--- src/rtl/ep_bd_pkg.sv ---
package ep_bd_pkg;
  localparam int CNT_W = 10;

  localparam int OWN_BIT   = 7;
  localparam int TGL_BIT   = 6;
  localparam int SYNC_BIT  = 3;
  localparam int STALL_BIT = 2;

  localparam logic [1:0] SEL_STAT = 2'd0;
  localparam logic [1:0] SEL_CNT  = 2'd1;
  localparam logic [1:0] SEL_ADDR = 2'd2;

  localparam logic [3:0] PID_OUT   = 4'b0001;
  localparam logic [3:0] PID_IN    = 4'b1001;
  localparam logic [3:0] PID_SETUP = 4'b1101;

  typedef enum logic [1:0] {
    TOK_NONE  = 2'd0,
    TOK_OUT   = 2'd1,
    TOK_IN    = 2'd2,
    TOK_SETUP = 2'd3
  } tok_e;

  typedef enum logic [1:0] {
    HS_DATA  = 2'd0,
    HS_ACK   = 2'd1,
    HS_NAK   = 2'd2,
    HS_STALL = 2'd3
  } hs_e;

  typedef struct packed {
    logic       idxClr;
    logic       wrGate;
    logic       wbEn;
    logic       wbUseRx;
    logic [3:0] wbPid;
    logic       wbTgl;
    logic       stallSet;
  } strobe_t;
endpackage

--- src/rtl/ep_bd_dp.sv ---
module ep_bd_dp
  import ep_bd_pkg::*;
#(
  parameter int ADDR_W = 10
) (
  input  logic              clk,
  input  logic              rstN,
  input  logic              cpuWe,
  input  logic [1:0]        cpuSel,
  input  logic [ADDR_W-1:0] cpuWData,
  input  logic              byteValid,
  input  logic [7:0]        byteData,
  input  strobe_t           stb,
  output logic [7:0]        statQ,
  output logic [7:0]        cntLoQ,
  output logic [ADDR_W-1:0] addrQ,
  output logic              ramWe,
  output logic [ADDR_W-1:0] ramAddr,
  output logic [7:0]        ramData,
  output logic              stallQ
);
  logic [CNT_W-1:0] idxQ;
  logic [CNT_W-1:0] bufLen;
  logic             wrStat, wrCnt, wrAddr;
  logic             idxFull;

  assign bufLen  = {statQ[1:0], cntLoQ};
  assign wrStat  = cpuWe && (cpuSel == SEL_STAT);
  assign wrCnt   = cpuWe && (cpuSel == SEL_CNT);
  assign wrAddr  = cpuWe && (cpuSel == SEL_ADDR);
  assign idxFull = &idxQ;

  // received byte index, saturating
  always_ff @(posedge clk) begin
    if (!rstN)                      idxQ <= '0;
    else if (stb.idxClr)            idxQ <= '0;
    else if (byteValid && !idxFull) idxQ <= idxQ + 1'b1;
  end

  // status byte: CPU write wins over engine write-back
  always_ff @(posedge clk) begin
    if (!rstN)           statQ <= '0;
    else if (wrStat)     statQ <= cpuWData[7:0];
    else if (stb.wbEn)   statQ <= {1'b0, stb.wbTgl, stb.wbPid,
                                   stb.wbUseRx ? idxQ[CNT_W-1:8] : statQ[1:0]};
  end

  always_ff @(posedge clk) begin
    if (!rstN)                       cntLoQ <= '0;
    else if (wrCnt)                  cntLoQ <= cpuWData[7:0];
    else if (stb.wbEn && stb.wbUseRx) cntLoQ <= idxQ[7:0];
  end

  always_ff @(posedge clk) begin
    if (!rstN)       addrQ <= '0;
    else if (wrAddr) addrQ <= cpuWData;
  end

  always_ff @(posedge clk) begin
    if (!rstN)             stallQ <= 1'b0;
    else if (stb.stallSet) stallQ <= 1'b1;
    else if (wrStat)       stallQ <= 1'b0;
  end

  assign ramWe   = byteValid && stb.wrGate && (idxQ < bufLen);
  assign ramAddr = addrQ + ADDR_W'(idxQ);
  assign ramData = byteData;

  AST_WE_OWNED: assert property (@(posedge clk) disable iff (!rstN)
    ramWe |-> statQ[OWN_BIT]);
  AST_STALL_STICKY: assert property (@(posedge clk) disable iff (!rstN)
    stb.stallSet |=> stallQ);
  AST_WB_RELEASES: assert property (@(posedge clk) disable iff (!rstN)
    (stb.wbEn && !cpuWe) |=> !statQ[OWN_BIT]);
endmodule

--- src/rtl/ep_bd_ctrl.sv ---
module ep_bd_ctrl
  import ep_bd_pkg::*;
(
  input  logic       clk,
  input  logic       rstN,
  input  logic       ownBit,
  input  logic       stallBit,
  input  logic       syncBit,
  input  logic       dtsBit,
  input  logic       tokValid,
  input  logic [1:0] tokType,
  input  logic       pidValid,
  input  logic       pidTgl,
  input  logic       eopValid,
  input  logic       rxErr,
  output strobe_t    stb,
  output logic       hsValid,
  output logic [1:0] hsCode,
  output logic       trnDone,
  output logic       stallIrq
);
  typedef enum logic [1:0] {
    M_ACCEPT = 2'd0,
    M_NAK    = 2'd1,
    M_STALL  = 2'd2
  } mode_e;

  logic  inPktQ, pidSeenQ, rxTglQ, isSetupQ;
  mode_e modeQ, modeNext;
  logic  stalled, tglOk, evIn, evData, evEop, goodEop;
  logic [1:0] hsNext;

  assign stalled = ownBit && stallBit;
  assign tglOk   = !syncBit || (rxTglQ == dtsBit);
  assign evIn    = tokValid && !inPktQ && (tokType == TOK_IN);
  assign evData  = tokValid && !inPktQ &&
                   ((tokType == TOK_OUT) || (tokType == TOK_SETUP));
  assign evEop   = eopValid && inPktQ;
  assign goodEop = evEop && (modeQ == M_ACCEPT) && pidSeenQ && !rxErr && tglOk;

  always_comb begin
    if (!ownBit)                                      modeNext = M_NAK;
    else if (stalled && (tokType != TOK_SETUP))       modeNext = M_STALL;
    else                                              modeNext = M_ACCEPT;
  end

  always_comb begin
    stb          = '0;
    stb.idxClr   = evData;
    stb.wrGate   = inPktQ && (modeQ == M_ACCEPT) && pidSeenQ && tglOk;
    stb.wbEn     = goodEop || (evIn && ownBit && !stallBit);
    stb.wbUseRx  = goodEop;
    stb.wbPid    = evIn ? PID_IN : (isSetupQ ? PID_SETUP : PID_OUT);
    stb.wbTgl    = evIn ? dtsBit : rxTglQ;
    stb.stallSet = (evIn && stalled) || (evEop && (modeQ == M_STALL));
  end

  always_comb begin
    if (evIn) begin
      if (!ownBit)       hsNext = HS_NAK;
      else if (stallBit) hsNext = HS_STALL;
      else               hsNext = HS_DATA;
    end else begin
      case (modeQ)
        M_NAK:   hsNext = HS_NAK;
        M_STALL: hsNext = HS_STALL;
        default: hsNext = (rxErr || !pidSeenQ) ? HS_NAK : HS_ACK;
      endcase
    end
  end

  always_ff @(posedge clk) begin
    if (!rstN) begin
      inPktQ   <= 1'b0;
      pidSeenQ <= 1'b0;
      rxTglQ   <= 1'b0;
      isSetupQ <= 1'b0;
      modeQ    <= M_NAK;
    end else begin
      if (evData) begin
        inPktQ   <= 1'b1;
        pidSeenQ <= 1'b0;
        isSetupQ <= (tokType == TOK_SETUP);
        modeQ    <= modeNext;
      end else if (evEop) begin
        inPktQ   <= 1'b0;
      end
      if (pidValid && inPktQ) begin
        pidSeenQ <= 1'b1;
        rxTglQ   <= pidTgl;
      end
    end
  end

  always_ff @(posedge clk) begin
    if (!rstN) begin
      hsValid  <= 1'b0;
      hsCode   <= HS_DATA;
      trnDone  <= 1'b0;
      stallIrq <= 1'b0;
    end else begin
      hsValid  <= evIn || evEop;
      hsCode   <= (evIn || evEop) ? hsNext : hsCode;
      trnDone  <= stb.wbEn;
      stallIrq <= stb.stallSet;
    end
  end

  AST_DONE_HANDSHAKE: assert property (@(posedge clk) disable iff (!rstN)
    trnDone |-> (hsValid && ((hsCode == HS_ACK) || (hsCode == HS_DATA))));
  AST_IRQ_STALL: assert property (@(posedge clk) disable iff (!rstN)
    stallIrq |-> (hsValid && (hsCode == HS_STALL)));
  AST_NAK_NO_DONE: assert property (@(posedge clk) disable iff (!rstN)
    (hsValid && (hsCode == HS_NAK)) |-> !trnDone);
  AST_NO_GATE_IDLE: assert property (@(posedge clk) disable iff (!rstN)
    !inPktQ |-> !stb.wrGate);
endmodule

--- src/rtl/ep_bd_engine.sv ---
module ep_bd_engine
  import ep_bd_pkg::*;
#(
  parameter int ADDR_W = 10
) (
  input  logic              clk,
  input  logic              rstN,
  input  logic              cpuWe,
  input  logic [1:0]        cpuSel,
  input  logic [ADDR_W-1:0] cpuWData,
  output logic [7:0]        descStat,
  output logic [7:0]        descCntLo,
  output logic [ADDR_W-1:0] descAddr,
  input  logic              tokValid,
  input  logic [1:0]        tokType,
  input  logic              pidValid,
  input  logic              pidTgl,
  input  logic              byteValid,
  input  logic [7:0]        byteData,
  input  logic              eopValid,
  input  logic              rxErr,
  output logic              hsValid,
  output logic [1:0]        hsCode,
  output logic              ramWe,
  output logic [ADDR_W-1:0] ramAddr,
  output logic [7:0]        ramData,
  output logic              trnDone,
  output logic              epStall,
  output logic              stallIrq
);
  strobe_t stb;

  ep_bd_ctrl u_ctrl (
    .clk      (clk),
    .rstN     (rstN),
    .ownBit   (descStat[OWN_BIT]),
    .stallBit (descStat[STALL_BIT]),
    .syncBit  (descStat[SYNC_BIT]),
    .dtsBit   (descStat[TGL_BIT]),
    .tokValid (tokValid),
    .tokType  (tokType),
    .pidValid (pidValid),
    .pidTgl   (pidTgl),
    .eopValid (eopValid),
    .rxErr    (rxErr),
    .stb      (stb),
    .hsValid  (hsValid),
    .hsCode   (hsCode),
    .trnDone  (trnDone),
    .stallIrq (stallIrq)
  );

  ep_bd_dp #(.ADDR_W(ADDR_W)) u_dp (
    .clk       (clk),
    .rstN      (rstN),
    .cpuWe     (cpuWe),
    .cpuSel    (cpuSel),
    .cpuWData  (cpuWData),
    .byteValid (byteValid),
    .byteData  (byteData),
    .stb       (stb),
    .statQ     (descStat),
    .cntLoQ    (descCntLo),
    .addrQ     (descAddr),
    .ramWe     (ramWe),
    .ramAddr   (ramAddr),
    .ramData   (ramData),
    .stallQ    (epStall)
  );

  AST_NAK_HOLDS: assert property (@(posedge clk) disable iff (!rstN)
    (hsValid && (hsCode == HS_NAK) && !$past(cpuWe)) |-> $stable(descStat));
  AST_STALL_HOLDS: assert property (@(posedge clk) disable iff (!rstN)
    (stallIrq && !$past(cpuWe)) |-> $stable(descStat));
endmodule

--- config.mk ---
export PLATFORM = sky130hd
export DESIGN_NAME = ep_bd_engine
export DESIGN_NICKNAME = d
export VERILOG_FILES = /design/src/rtl/ep_bd_pkg.sv /design/src/rtl/ep_bd_dp.sv /design/src/rtl/ep_bd_ctrl.sv /design/src/rtl/ep_bd_engine.sv
export SDC_FILE = /design/constraint.sdc
export NUM_CORES = 1
export LEC_CHECK = 0
export CORE_ASPECT_RATIO = 2
export CORE_MARGIN = 5
export CORE_UTILIZATION = 40
export DETAILED_ROUTE_END_ITERATION = 12
export GPL_ROUTABILITY_DRIVEN = 0
export GPL_TIMING_DRIVEN = 0
export HOLD_SLACK_MARGIN = 0.15
export PLACE_DENSITY = 0.71
export SYNTH_ARGS = -nofsm -noshare
export SYNTH_HDL_FRONTEND = slang
export SYNTH_SLANG_ARGS = --single-unit
--- constraint.sdc ---
create_clock -name clk -period 3.6 [get_ports clk]
set_input_delay 0.54 -clock clk [delete_from_list [all_inputs] [get_ports clk]]
set_output_delay 0.54 -clock clk [all_outputs]
set_load 0.02 [all_outputs]
### After elaboration in Yosys (flattened, before gate mapping)

Index checks and enable logic that the tools add are counted.

| word-level totals | value |
|---|---|
| bits in registers | 48 |
| latch bits | 0 |
| RAM bits | 0 |
| memory bits (read-only) | 0 |
| input port bits | 31 |
| output and inout bits | 51 |
| logic and storage cells | 100 |
| memories | 0 |

| cells by class | value |
|---|---|
| $add $sub $neg | 2 |
| multiply operators | 0 |
| divide/modulo/power cells | 0 |
| $lt $le $gt $ge | 1 |
| equality and inequality tests | 10 |
| shift-type cells | 0 |
| muxes and demuxes | 21 |
| bitwise logic cells | 1 |
| reduce and logical (&&, ||, !) cells | 49 |

Operators by type and width:

| cell | count |
|---|---|
| 8-bit two-way mux | 4 |
| 1-bit logical AND | 25 |
| 2-bit two-way mux | 7 |
| 2-bit nonzero test | 6 |
| 10-bit by 1-bit adder with 10-bit output, second input constant | 1 |
| 10-bit adder | 1 |
| 10-bit < comparator | 1 |
| 10-bit AND reduction | 1 |
| 2-bit equality test, second input constant | 4 |
| 4-bit two-way mux | 2 |
| 1-bit two-way mux | 7 |
| 2-bit by 1-bit equality test with 1-bit output, second input constant | 3 |
| 1-bit zero test | 6 |
| 1-bit logical OR | 6 |
| 2-bit zero test | 2 |
| 2-bit one-hot mux with 2 select lines | 1 |
| 2-bit AND reduction | 2 |
| 2-bit by 1-bit != test with 1-bit output, second input constant | 1 |
| 2-bit != test, second input constant | 1 |
| 2-bit OR reduction | 1 |
| 1-bit equality test | 1 |
| 1-bit inverter | 1 |

### Logic depth before layout (Yosys ltp)

| depth | value |
|---|---|
| depth in word-level cells | 9 |
| depth in mapped cells | 8 |
| gate-level depth less buffers | 8 |

### Modules after synthesis

From an unflattened synthesis, not the netlist that was laid out.

| unflattened totals | value |
|---|---|
| cell total of the unflattened synthesis | 330 |
| area total of the unflattened synthesis | 2,957.8 µm² |

By module, submodules not included:

| module | times used | cells an instance | area each (µm²) | seq. area each (µm²) |
|---|---|---|---|---|
| ep_bd_dp | 1 | 260 | 2,342.2 | 740.7 |
| ep_bd_ctrl | 1 | 70 | 615.6 | 220.2 |

### Worst setup path after synthesis

Ideal clock, no wire load.

| timing path | value |
|---|---|
| kind | register to output |
| from | register u_dp.addrQ[4] |
| to | output ramAddr[9] |
| data arrival time | 1,973 ps |
| required time | 3,060 ps |
| slack | 1,087 ps |
| cell stages (with the launch flop) | 7 |
| buffers on the path | 0 |
| cell sequence | dfxtp_1 ha_1 and3_1 a2111oi_2 o21ai_0 a21oi_1 xnor2_1 |

| on the way | value |
|---|---|
| word-level cells in the longest chain between the ends | 1 |

RTL lines:

| what | RTL line | RTL |
|---|---|---|
| start, declared | ep_bd_dp.sv:16 | `output logic [ADDR_W-1:0] addrQ,` |
| start signal, assigned | ep_bd_dp.sv:56 | `else if (wrAddr) addrQ <= cpuWData;` |
| 10-bit adder | ep_bd_dp.sv:66 | `assign ramAddr = addrQ + ADDR_W'(idxQ);` |
| end, declared | ep_bd_engine.sv:25 | `output logic [ADDR_W-1:0] ramAddr,` |

No other way between the ends.

### Worst setup path after layout

| timing path | value |
|---|---|
| from | register u_dp.idxQ[1] |
| to | output ramAddr[9] |

| on the way | value |
|---|---|
| word-level cells in the longest chain between the ends | 1 |

RTL lines:

| what | RTL line | RTL |
|---|---|---|
| start, declared | ep_bd_dp.sv:22 | `logic [CNT_W-1:0] idxQ;` |
| start signal, assigned | ep_bd_dp.sv:37 | `else if (byteValid && !idxFull) idxQ <= idxQ + 1'b1;` |
| 10-bit adder | ep_bd_dp.sv:66 |  |

No other way between the ends.

==> impl_metrics.ini <==
[cts]
htreeDepth = 2
cts.sinks = 48
clockBufferDepth = 2
clk_transition_reported_paths_ns = 0.06
cts_buffers = 5
cts_resized = 1
clkLatencyLatePin_ns = 0.29
cts_tree = done
cts-root-buf = clkbuf_16
cts_hold_buf = 0
post_cts_buffers = 0

[power_and_ir_drop]
power-per-cell-area_nw_per_um2 = 310
ir_worst_vdd_mv = 0.317
p_leak_uw = 0.00156

[timing]
finalHoldViolCount = 0
min_period_ns = 3.41
finalMaxSlewViolations = 0
finClkSkew_ns = 0.00326
fmax_ghz = 0.293
setup_viol = 0
finalSetupTns_ns = 0
relSlewSlack = 0.536
worstMarginPinSlew_ns = 0.696
timing.final.crit_share = 0.947
rsz0062_at_grt = false

[floorplanning]
die_x_um = 70.0
num_io_pins = 82
die_y_um = 130
std_cell_rows = 43
core_um2 = 6990
initial_core_util = 0.412
dieArea_um2 = 9100

[logic_synthesis]
synth.distinct_cells = 56
syn-instance-count = 329
synth_top_area_frac = 0.334
synth_xor_area_frac = 0.0456
yosysWarnings = 0
synth-seq-area-share = 0.334
synth_top_family_by_area = simple AND/OR/NAND/NOR gates
synth_fa_ha_area_frac = 0.0982
synth_top_area_cell = dfxtp_1
synthMuxAreaShare = 0.0761
synth-simple-area-share = 0.211
synth_area_leaders = dfxtp_1 (33%), ha_1 (9.1%), mux2i_1 (4.9%)
synth-async-reset-ratio = 0
synth_area_um2 = 2880
synth-compound-area-share = 0.160
avgSynthCellArea_um2 = 8.75
synth_edf_count = 0
ys_ff_latch = 48
synth-main-ff-cell = dfxtp_1
syn-num-nets = 382

[final_layout]
syn2layout_area_growth_pct = 34.5
drive_gt1_frac = 0.117
multi_input_area_um2 = 1720
num-fill-cells = 676
nets = 462
post-route-util = 0.554
diodes = 0
regArea_um2 = 965

[detailed_routing]
wl_per_cell_um = 15.3
drc_errors = 0
wl_um = 7630
ant_nets = 0
via_count = 2593
via_per_inst = 5.20
first_pass_iters = 4
drt_iter0_drc = 70

[status]
outcome = finished, final reports clean

[critical_path]
slowest_delay_ns = 0.62
startpoint_type = flip-flop
crit_required_ns = 3.06
critPathKind = reg2out
rrSetupSlack_ns = 1.66
cp_slowest_cell = clkdlybuf4s50_1
crit_fanout = 7
cp_cell_sequence = ha_1 > a21o_1 > a2111oi_4 > o21ai_0 > a21oi_1 > xnor2_1 > clkdlybuf4s50_1
crit_arrival_ns = 2.87
end_kind = output port

[grt]
antenna_found_initial = 0
grt_pass1_vias = 2687
grt_overflow = 0
track_usage = 0.178
grt_pass1_wl_um = 12800
grt_max_degree = 14

[placed_design]
hpwlAfterDp_um = 6140
portBuffers = 73

[worst_hold_path]
hold_class = reg2reg

[run]
cap_violations = 0
-- layer usage --
metal,part of all wire,track usage,vias up,routed length [um]
met3,0.046,0.0370,17,349
met5,0,0,-,0
met2,0.54,0.342,70,4150
met1,0.37,0.175,1207,2830
met4,0.040,0.0937,0,306
li1,-,-,1299,-
-- power by group --
| part | leakage [uW] | switching, uW | total, uW | internal (uW) |
|---|---|---|---|---|
| sequential | 0.000391 | 15.6 | 561 | 546 |
| clock | 0.0000667 | 189 | 442 | 253 |
| combinational | 0.00110 | 96.5 | 196 | 99.5 |
| total | 0.00156 | 301 | 1200 | 898 |
-- logic make-up (layout without fill, tap and decap cells) --
family,after synthesis,in the layout
AOI/OAI and AO/OA,63,63
and+or+nand+nor,117,117
adders and majority gates,22,22
xor gates and xnor gates,15,15
DFF,48,48
muxes,21,21
buffers and inverters,43,123
-- sequential cells by signal, summed over array words and instances (netlist names) --
name / flops
u_ctrl.hsCode: 2
u_ctrl.hsValid: 1
u_ctrl.inPktQ: 1
u_ctrl.isSetupQ: 1
u_ctrl.modeQ: 2
u_ctrl.pidSeenQ: 1
u_ctrl.rxTglQ: 1
u_ctrl.stallIrq: 1
u_ctrl.trnDone: 1
u_dp.addrQ: 10
u_dp.cntLoQ: 8
u_dp.idxQ: 10
u_dp.stallQ: 1
u_dp.statQ: 8
-- worst max-delay path: cells and delay by family, from the launching register on --
family,cells,cell delay [ns]
compound gates,4,1.00
buf+inv,1,0.62
flops,1,0.53
fa+ha+maj,1,0.31
xor+xnor,1,0.13
-- through the flow --
stage / cell area [um2] / hold WS, ns / std cells / worst slack, ns / total power (uW)
3_3_place_gp: 3720 / 0.453 / 492 / 0.271 / 768
2_1_floorplan: 2880 / 0.455 / 329 / 1.09 / 677
5_1_grt: 3870 / 0.499 / 499 / 0.00889 / 1250
4_1_cts: 3870 / 0.474 / 499 / 0.0391 / 1220
6_report: 3870 / 0.472 / 499 / 0.191 / 1200
3_5_place_dp: 3720 / 0.465 / 492 / 0.233 / 771
-- final cells by class --
| cell class | instances | area share |
|---|---|---|
| Buffer | 24 | 0.0372 |
| Clock buffer | 6 | 0.0333 |
| Clock inverter | 1 | 0.00129 |
| Inverter | 19 | 0.0184 |
| Multi-Input combinational cell | 238 | 0.443 |
| Sequential cell | 48 | 0.249 |
| Tap cell | 90 | 0.0291 |
| Timing Repair Buffer | 73 | 0.189 |
-- Yosys cell counts (4+ instances only) --
library cell / n
a21boi_0: 6
a21o_1: 4
a21oi_1: 15
and3_1: 4
buf_4: 12
clkbuf_1: 8
dfxtp_1: 48
ha_1: 21
inv_1: 19
mux2_2: 7
mux2i_1: 14
nand2_1: 34
nand3_1: 18
nand3b_1: 4
nor2_1: 20
nor2b_1: 13
nor3_1: 6
o21ai_0: 8
o21ai_2: 8
xnor2_1: 9
xor2_1: 6
-- final timing paths --
check | start | cells past startpoint | to
min reg2reg | u_dp.statQ[4] | 2 | u_dp.statQ[4]
max reg2reg | u_ctrl.modeQ[0] | 8 | u_dp.cntLoQ[6]
max | u_dp.idxQ[1] | 7 | ramAddr[9]
min | u_dp.statQ[4] | 2 | u_dp.statQ[4]
-- layout by cell type (no fill, tap or decap), drive strengths merged, types with 9 or more instances in the layout --
cell and count:
buf 16, a21oi 15, inv 19, xnor2 9, dfxtp 48, nor2 22, o21ai 16, clkdlybuf4s50 73
clkbuf 14, ha 21, mux2i 14, nand3 19, nor2b 13, nand2 35
Power figures use the tool's default switching activity.
